<file path="src/rtl/core_pkg.sv">
package core_pkg;

  localparam int STEP_W = 2;
  localparam int OPC_W  = 4;

  typedef enum logic [1:0] {
    PH_FETCH = 2'b00,
    PH_INDIR = 2'b01,
    PH_EXEC  = 2'b10,
    PH_INTR  = 2'b11
  } phase_e;

  localparam logic [OPC_W-1:0] OP_ACC  = 4'h0;
  localparam logic [OPC_W-1:0] OP_INCS = 4'h1;
  localparam logic [OPC_W-1:0] OP_LINK = 4'h2;

  // one enable per register transfer
  typedef struct packed {
    logic mar_from_pc;
    logic mar_from_ir;
    logic mar_from_save;
    logic mbr_from_mem;
    logic mbr_from_pc;
    logic mbr_inc;
    logic pc_inc;
    logic pc_from_ir;
    logic pc_from_isr;
    logic pc_skip_zero;
    logic ir_load;
    logic ir_addr_from_mbr;
    logic acc_add;
    logic mem_rd;
    logic mem_wr;
    logic last_step;
  } ctrl_t;

endpackage

</file>
<file path="src/rtl/cycle_seq.sv">
module cycle_seq
  import core_pkg::*;
(
  input  logic              clk_i,
  input  logic              rst_ni,
  input  logic              last_step_i,
  input  logic              ind_flag_i,
  input  logic              irq_i,
  input  logic              irq_en_set_i,
  output phase_e            phase_o,
  output logic [STEP_W-1:0] step_o,
  output logic              irq_en_o
);

  phase_e            phase_q, phase_d;
  logic [STEP_W-1:0] step_q;
  logic              ie_q;
  logic              take_irq;

  assign take_irq = irq_i && ie_q;

  always_comb begin
    phase_d = phase_q;
    case (phase_q)
      PH_FETCH: phase_d = ind_flag_i ? PH_INDIR : PH_EXEC;
      PH_INDIR: phase_d = PH_EXEC;
      PH_EXEC:  phase_d = take_irq ? PH_INTR : PH_FETCH;
      default:  phase_d = PH_FETCH;
    endcase
  end

  always_ff @(posedge clk_i or negedge rst_ni) begin
    if (!rst_ni) begin
      phase_q <= PH_FETCH;
      step_q  <= '0;
    end else if (last_step_i) begin
      phase_q <= phase_d;
      step_q  <= '0;
    end else begin
      step_q  <= step_q + 1'b1;
    end
  end

  // entry clear wins over a coincident set
  always_ff @(posedge clk_i or negedge rst_ni) begin
    if (!rst_ni) begin
      ie_q <= 1'b0;
    end else if (last_step_i && phase_q == PH_EXEC && take_irq) begin
      ie_q <= 1'b0;
    end else if (irq_en_set_i) begin
      ie_q <= 1'b1;
    end
  end

  assign phase_o  = phase_q;
  assign step_o   = step_q;
  assign irq_en_o = ie_q;

endmodule

</file>
<file path="src/rtl/ctrl_decode.sv">
module ctrl_decode
  import core_pkg::*;
(
  input  phase_e            phase_i,
  input  logic [STEP_W-1:0] step_i,
  input  logic [OPC_W-1:0]  opcode_i,
  output ctrl_t             ctrl_o
);

  always_comb begin
    ctrl_o = '0;
    case (phase_i)
      PH_FETCH: begin
        case (step_i)
          2'd0: begin ctrl_o.mar_from_pc = 1'b1; ctrl_o.mem_rd = 1'b1; end
          2'd1: begin ctrl_o.mbr_from_mem = 1'b1; ctrl_o.pc_inc = 1'b1; end
          default: begin ctrl_o.ir_load = 1'b1; ctrl_o.last_step = 1'b1; end
        endcase
      end
      PH_INDIR: begin
        case (step_i)
          2'd0: begin ctrl_o.mar_from_ir = 1'b1; ctrl_o.mem_rd = 1'b1; end
          2'd1: ctrl_o.mbr_from_mem = 1'b1;
          default: begin ctrl_o.ir_addr_from_mbr = 1'b1; ctrl_o.last_step = 1'b1; end
        endcase
      end
      PH_EXEC: begin
        case (opcode_i)
          OP_ACC: begin
            case (step_i)
              2'd0: begin ctrl_o.mar_from_ir = 1'b1; ctrl_o.mem_rd = 1'b1; end
              2'd1: ctrl_o.mbr_from_mem = 1'b1;
              default: begin ctrl_o.acc_add = 1'b1; ctrl_o.last_step = 1'b1; end
            endcase
          end
          OP_INCS: begin
            case (step_i)
              2'd0: begin ctrl_o.mar_from_ir = 1'b1; ctrl_o.mem_rd = 1'b1; end
              2'd1: ctrl_o.mbr_from_mem = 1'b1;
              2'd2: ctrl_o.mbr_inc = 1'b1;
              default: begin
                ctrl_o.mem_wr       = 1'b1;
                ctrl_o.pc_skip_zero = 1'b1;
                ctrl_o.last_step    = 1'b1;
              end
            endcase
          end
          OP_LINK: begin
            case (step_i)
              2'd0: begin ctrl_o.mar_from_ir = 1'b1; ctrl_o.mbr_from_pc = 1'b1; end
              2'd1: begin ctrl_o.pc_from_ir = 1'b1; ctrl_o.mem_wr = 1'b1; end
              default: begin ctrl_o.pc_inc = 1'b1; ctrl_o.last_step = 1'b1; end
            endcase
          end
          default: ctrl_o.last_step = 1'b1;
        endcase
      end
      default: begin
        case (step_i)
          2'd0: ctrl_o.mbr_from_pc = 1'b1;
          2'd1: begin ctrl_o.mar_from_save = 1'b1; ctrl_o.pc_from_isr = 1'b1; end
          default: begin ctrl_o.mem_wr = 1'b1; ctrl_o.last_step = 1'b1; end
        endcase
      end
    endcase
  end

endmodule

</file>
<file path="src/rtl/core_datapath.sv">
module core_datapath
  import core_pkg::*;
#(
  parameter int DATA_W    = 16,
  parameter int ADDR_W    = 11,
  parameter int SAVE_ADDR = 0,
  parameter int ISR_ADDR  = 1
) (
  input  logic              clk_i,
  input  logic              rst_ni,
  input  ctrl_t             ctrl_i,
  input  logic [DATA_W-1:0] mem_rdata_i,
  output logic [ADDR_W-1:0] mem_addr_o,
  output logic [DATA_W-1:0] mem_wdata_o,
  output logic [ADDR_W-1:0] pc_o,
  output logic [DATA_W-1:0] acc_o,
  output logic [OPC_W-1:0]  opcode_o,
  output logic              ind_flag_o
);

  localparam int IND_BIT = DATA_W - OPC_W - 1;
  localparam int PAD_W   = DATA_W - ADDR_W;

  logic [ADDR_W-1:0] mar_q, mar_d, pc_q;
  logic [DATA_W-1:0] mbr_q, ir_q, acc_q;
  logic              mar_load;

  assign mar_load = ctrl_i.mar_from_pc | ctrl_i.mar_from_ir | ctrl_i.mar_from_save;

  always_comb begin
    mar_d = mar_q;
    if (ctrl_i.mar_from_pc)        mar_d = pc_q;
    else if (ctrl_i.mar_from_ir)   mar_d = ir_q[ADDR_W-1:0];
    else if (ctrl_i.mar_from_save) mar_d = ADDR_W'(SAVE_ADDR);
  end

  always_ff @(posedge clk_i or negedge rst_ni) begin
    if (!rst_ni) mar_q <= '0;
    else if (mar_load) mar_q <= mar_d;
  end

  always_ff @(posedge clk_i or negedge rst_ni) begin
    if (!rst_ni) begin
      mbr_q <= '0;
    end else if (ctrl_i.mbr_from_mem) begin
      mbr_q <= mem_rdata_i;
    end else if (ctrl_i.mbr_from_pc) begin
      mbr_q <= {{PAD_W{1'b0}}, pc_q};
    end else if (ctrl_i.mbr_inc) begin
      mbr_q <= mbr_q + 1'b1;
    end
  end

  always_ff @(posedge clk_i or negedge rst_ni) begin
    if (!rst_ni) begin
      pc_q <= '0;
    end else if (ctrl_i.pc_from_ir) begin
      pc_q <= ir_q[ADDR_W-1:0];
    end else if (ctrl_i.pc_from_isr) begin
      pc_q <= ADDR_W'(ISR_ADDR);
    end else if (ctrl_i.pc_inc || (ctrl_i.pc_skip_zero && mbr_q == '0)) begin
      pc_q <= pc_q + 1'b1;
    end
  end

  always_ff @(posedge clk_i or negedge rst_ni) begin
    if (!rst_ni) begin
      ir_q <= '0;
    end else if (ctrl_i.ir_load) begin
      ir_q <= mbr_q;
    end else if (ctrl_i.ir_addr_from_mbr) begin
      ir_q[ADDR_W-1:0] <= mbr_q[ADDR_W-1:0];
    end
  end

  always_ff @(posedge clk_i or negedge rst_ni) begin
    if (!rst_ni) acc_q <= '0;
    else if (ctrl_i.acc_add) acc_q <= acc_q + mbr_q;
  end

  // read address bypasses MAR so data lands one step later
  assign mem_addr_o  = ctrl_i.mem_rd ? mar_d : mar_q;
  assign mem_wdata_o = mbr_q;
  assign pc_o        = pc_q;
  assign acc_o       = acc_q;
  assign opcode_o    = ir_q[DATA_W-1 -: OPC_W];
  assign ind_flag_o  = mbr_q[IND_BIT];

endmodule

</file>
<file path="src/rtl/insn_core.sv">
module insn_core
  import core_pkg::*;
#(
  parameter  int DATA_W    = 16,
  parameter  int SAVE_ADDR = 0,
  parameter  int ISR_ADDR  = 1,
  localparam int ADDR_W    = DATA_W - OPC_W - 1
) (
  input  logic              clk_i,
  input  logic              rst_ni,
  input  logic              irq_i,
  input  logic              irq_en_set_i,
  input  logic [DATA_W-1:0] mem_rdata_i,
  output logic [ADDR_W-1:0] mem_addr_o,
  output logic [DATA_W-1:0] mem_wdata_o,
  output logic              mem_rd_o,
  output logic              mem_wr_o,
  output logic [ADDR_W-1:0] pc_o,
  output logic [DATA_W-1:0] acc_o,
  output logic [1:0]        phase_o,
  output logic [STEP_W-1:0] step_o
);

  ctrl_t             ctrl;
  phase_e            phase;
  logic [STEP_W-1:0] step;
  logic [OPC_W-1:0]  opcode;
  logic              ind_flag;
  logic              irq_en;

  cycle_seq i_cycle_seq (
    .clk_i        (clk_i),
    .rst_ni       (rst_ni),
    .last_step_i  (ctrl.last_step),
    .ind_flag_i   (ind_flag),
    .irq_i        (irq_i),
    .irq_en_set_i (irq_en_set_i),
    .phase_o      (phase),
    .step_o       (step),
    .irq_en_o     (irq_en)
  );

  ctrl_decode i_ctrl_decode (
    .phase_i  (phase),
    .step_i   (step),
    .opcode_i (opcode),
    .ctrl_o   (ctrl)
  );

  core_datapath #(
    .DATA_W    (DATA_W),
    .ADDR_W    (ADDR_W),
    .SAVE_ADDR (SAVE_ADDR),
    .ISR_ADDR  (ISR_ADDR)
  ) i_core_datapath (
    .clk_i       (clk_i),
    .rst_ni      (rst_ni),
    .ctrl_i      (ctrl),
    .mem_rdata_i (mem_rdata_i),
    .mem_addr_o  (mem_addr_o),
    .mem_wdata_o (mem_wdata_o),
    .pc_o        (pc_o),
    .acc_o       (acc_o),
    .opcode_o    (opcode),
    .ind_flag_o  (ind_flag)
  );

  assign mem_rd_o = ctrl.mem_rd;
  assign mem_wr_o = ctrl.mem_wr;
  assign phase_o  = phase;
  assign step_o   = step;

endmodule

</file>
<file path="config.mk">
export PLATFORM = sky130hd
export DESIGN_NAME = insn_core
export DESIGN_NICKNAME = d
export VERILOG_FILES = /design/src/rtl/core_pkg.sv /design/src/rtl/cycle_seq.sv /design/src/rtl/ctrl_decode.sv /design/src/rtl/core_datapath.sv /design/src/rtl/insn_core.sv
export SDC_FILE = /design/constraint.sdc
export NUM_CORES = 1
export LEC_CHECK = 0
export ABC_CLOCK_PERIOD_IN_PS = 2200
export BUFFER_PORTS_ARGS = -buffer_cell sky130_fd_sc_hd__buf_2
export CAP_MARGIN = 20
export CORE_MARGIN = 5
export CORE_UTILIZATION = 52
export CTS_BUF_LIST = sky130_fd_sc_hd__clkbuf_16
export DETAILED_ROUTE_END_ITERATION = 10
export PLACE_DENSITY = 0.82
export SLEW_MARGIN = 20
export SYNTH_ARGS = -nofsm -noshare
export SYNTH_HDL_FRONTEND = slang
export SYNTH_SLANG_ARGS = --single-unit
</file>
<file path="constraint.sdc">
create_clock -name clk_i -period 2.2 [get_ports clk_i]
set_input_delay 0.22 -clock clk_i [delete_from_list [all_inputs] [get_ports clk_i]]
set_output_delay 0.22 -clock clk_i [all_outputs]
set_load 0.02 [all_outputs]
</file>
==> impl_metrics.py <==
metrics = {
    "run_status": {
        "status": "finished with violations",
        "violations": "hold timing, setup timing",
    },
    "worst_setup_path": {
        "path_max_fanout": 11,
        "worstSetupPathType": "register to primary output",
        "crit_required_ns": 1.98,
        "arrival_ns": 2.49,
        "end_kind": "primary output",
        "worst_setup_path_start_kind": "register",
    },
    "power_and_ir_drop": {
        "seq_power_share_pct": 21.2,
        "p_leak_nw": 3.10,
        "vdd_ir_drop_max_v": 0.00129,
        "powerDensity_nw_per_um2": 1820,
        "p_clk_share_pct": 13.6,
        "combPwrFrac_pct": 65.2,
        "power_switching_mw": 5.53,
        "p_int_mw": 6.74,
        "sw_frac_of_total_pct": 45.1,
    },
    "route": {
        "ant_nets": 0,
        "dr.pass1.iters": 5,
        "wl_per_cell_um": 19.1,
        "drtIter0Drc": 334,
        "vias": 4846,
        "wl_um": 15300,
        "route.detailed.drc": 0,
        "vias_per_cell": 6.03,
    },
    "cells_and_area": {
        "n_antenna_cell": 0,
        "mostFrequentLayoutCell": "buf_2",
        "area_growth_pct": 37.1,
        "final_cell_mix": "buf_2, dfrtp_1, buf_4",
        "fin_util_pct": 72.9,
        "fin_area_um2": 6740,
        "drive_gt1_share_pct": 39.0,
        "fin_nets": 716,
        "fillers": 610,
    },
    "floorplanning": {
        "num_rows": 35,
        "die_x_um": 107,
        "initial_core_util_pct": 53.2,
        "core_area_um2": 9240,
        "io_pins": 80,
        "die-height_um": 107,
        "die_area_um2": 11500,
    },
    "global_routing": {
        "antenna_found_initial": 0,
        "grt_max_degree": 38,
        "grt-busiest-layer": "met2",
        "use_met2_pct": 43.8,
        "grt_usage_pct": 25.5,
        "use_met1_pct": 32.6,
        "grt_pass1_vias": 4747,
        "grt_first_pass_wirelength_um": 23500,
        "grt_overflow": 0,
        "use_met3_pct": 3.91,
    },
    "clock_tree": {
        "cts_buffer_depth": 2,
        "cts.htree.levels": 3,
        "clock_latency_ns": 0.34,
        "cts_buffers": 9,
        "clock-sinks": 74,
        "clock-root-buffer": "clkbuf_16",
        "cts.clk_slew.worst_paths_ns": 0.06,
        "cts_tree": "done",
    },
    "timing": {
        "fin_crit_ns": 2.71,
        "maxSlewHeadroom_pct": 42.9,
        "clock-skew-final_ns": 0.00749,
        "final.period_utilization_pct": 123,
        "finalHoldViolations": 5,
        "slew_viol_final": 0,
        "fmax_ghz": 0.369,
        "holdWs_ns": -0.00476,
        "fin_ws_ns": -0.510,
        "rsz0062_at_grt": "true",
        "setup_viol": 50,
        "tightestPinTransition_ns": 0.857,
    },
    "hold_path": {
        "hold_path_class": "input port to async pin",
    },
    "synth": {
        "yosys_warnings": 0,
        "syn_area_um2": 4920,
        "synth-edff-count": 0,
        "yosys_most_used_dff": "dfrtp_1",
        "ys_ff_latch": 74,
        "synth_seq_area_share_pct": 37.7,
        "syn_avg_cell_area_um2": 9.29,
        "syn_nets": 576,
        "async_reset_ff_share_pct": 100,
        "synth_cells": 529,
        "synth_cell_types": 70,
    },
    "placed_design": {
        "dpl_cell_area_um2": 5860,
        "io_buffers": 79,
        "place_hpwl_um": 10100,
        "gp_congestion": 1.01,
    },
    "flow_run": {
        "max-cap-violations": 0,
    },
}
[logic make-up (layout without fill, tap and decap cells)]
| kind of cell | after synthesis | count (layout) | synth area share (%) |
|---|---|---|---|
| adders and majority gates | 27 | 27 | 7.02 |
| and+or+nand+nor | 186 | 186 | 20.3 |
| DFF | 74 | 74 | 37.7 |
| xor gates and xnor gates | 26 | 26 | 4.63 |
| muxes | 29 | 29 | 6.62 |
| AOI/OAI and AO/OA | 141 | 141 | 19.3 |
| buffers and inverters | 46 | 191 | 4.38 |
[sequential cells by signal (all words and copies together), names as in the netlist]
name / flops
i_core_datapath.pc_o: 11
i_core_datapath.ir_q: 15
i_core_datapath.mem_wdata_o: 16
i_cycle_seq.phase_o: 2
i_cycle_seq.irq_en_o: 1
i_cycle_seq.step_o: 2
i_core_datapath.acc_o: 16
i_core_datapath.mar_q: 11
[timing repair]
item	CTS	global route
cloned	2	3
gates resized for setup	19	52
pin swaps	6	10
setup endpoints to repair	26	55
setup buffers	7	10
hold buffers	0	0
[power by group through the flow]
| stage | clock, mW | combinational [mW] | sequential, mW |
|---|---|---|---|
| 4_1_cts | 1.68 | 7.28 | 2.56 |
| 3_5_place_dp | 0 | 6.82 | 2.56 |
| 3_3_place_gp | 0 | 6.59 | 2.53 |
| 5_1_grt | 1.73 | 8.58 | 2.66 |
| 6_report | 1.67 | 8.00 | 2.60 |
| 2_1_floorplan | 0 | 4.35 | 2.93 |
[path summary, 6_finish.rpt]
| check | depth (start not counted) | startpoint | to | slack, ns |
|---|---|---|---|---|
| setup / recovery | 10 | i_cycle_seq.phase_o[0] | mem_addr_o[7] | -0.51 |
| min in group clk_i | 3 | mem_rdata_i[0] | i_core_datapath.mem_wdata_o[0] | 0.11 |
| setup reg to reg | 12 | i_cycle_seq.phase_o[0] | i_core_datapath.pc_o[10] | -0.18 |
| hold / removal | 1 | rst_ni | i_core_datapath.mem_wdata_o[11] | -0.005 |
| max in group asynchronous | 2 | rst_ni | i_core_datapath.mar_q[2] | 1.49 |
| hold reg to reg | 2 | i_cycle_seq.irq_en_o | i_cycle_seq.irq_en_o | 0.51 |
[layer usage]
metal  vias to the layer above  routed length [um]
met5                         -                   0
met4                         0                 332
met3                        32                1060
met2                       232                7810
met1                      2376                6140
li1                       2206                   -
[stage by stage]
stage | setup TNS (ns) | power (mW) | hold slack [ns] | cells | setup slack (ns)
5_1_grt | -14.48 | 13.0 | 0.0864 | 803 | -0.611
3_3_place_gp | -0.696 | 9.12 | 0.365 | 765 | -0.0663
4_1_cts | -6.31 | 11.5 | 0.0285 | 790 | -0.502
6_report | -8.59 | 12.3 | -0.00476 | 803 | -0.510
3_5_place_dp | -1.72 | 9.38 | 0.375 | 765 | -0.152
2_1_floorplan | -0.0624 | 7.28 | -0.0756 | 529 | -0.00694
[worst max-delay path: stages (launching register included)]
cell and delay [ns]:
dfrtp_2 0.41, inv_2 0.08, ha_4 0.13, or3b_4 0.38, a21oi_2 0.13, o211a_4 0.21, buf_12 0.13, nand3b_1 0.13
a31oi_2 0.13, mux2_4 0.29, buf_2 0.16
[Yosys cell counts, drive strengths merged, types with 6 or more instances]
cell type | number | area (um^2)
nand3 | 21 | 130
xor2 | 10 | 87.6
a31oi | 15 | 93.8
ha | 26 | 325
nor2 | 42 | 158
nand2 | 61 | 231
o31ai | 6 | 50.1
nand3b | 12 | 90.1
a22o | 10 | 87.6
dfrtp | 74 | 1850
nor4 | 6 | 43.8
a21oi | 28 | 144
nor3 | 11 | 70.1
mux2 | 28 | 315
clkbuf | 11 | 41.3
o21ai | 42 | 221
inv | 17 | 63.8
buf | 18 | 110
xnor2 | 16 | 140
and3 | 8 | 52.6
[layout make-up]
cell class,instances,area [um^2],share of cell area (%)
clock inverters,7,110,1.63
clock buffers,9,225,3.34
repair buffers,158,1190,17.6
multi-input cells,409,3130,46.5
flip-flops and latches,74,1860,27.6
well taps,129,161,2.40
inverters,17,63.8,0.947
No activity file was read; power rests on OpenSTA's default activity.
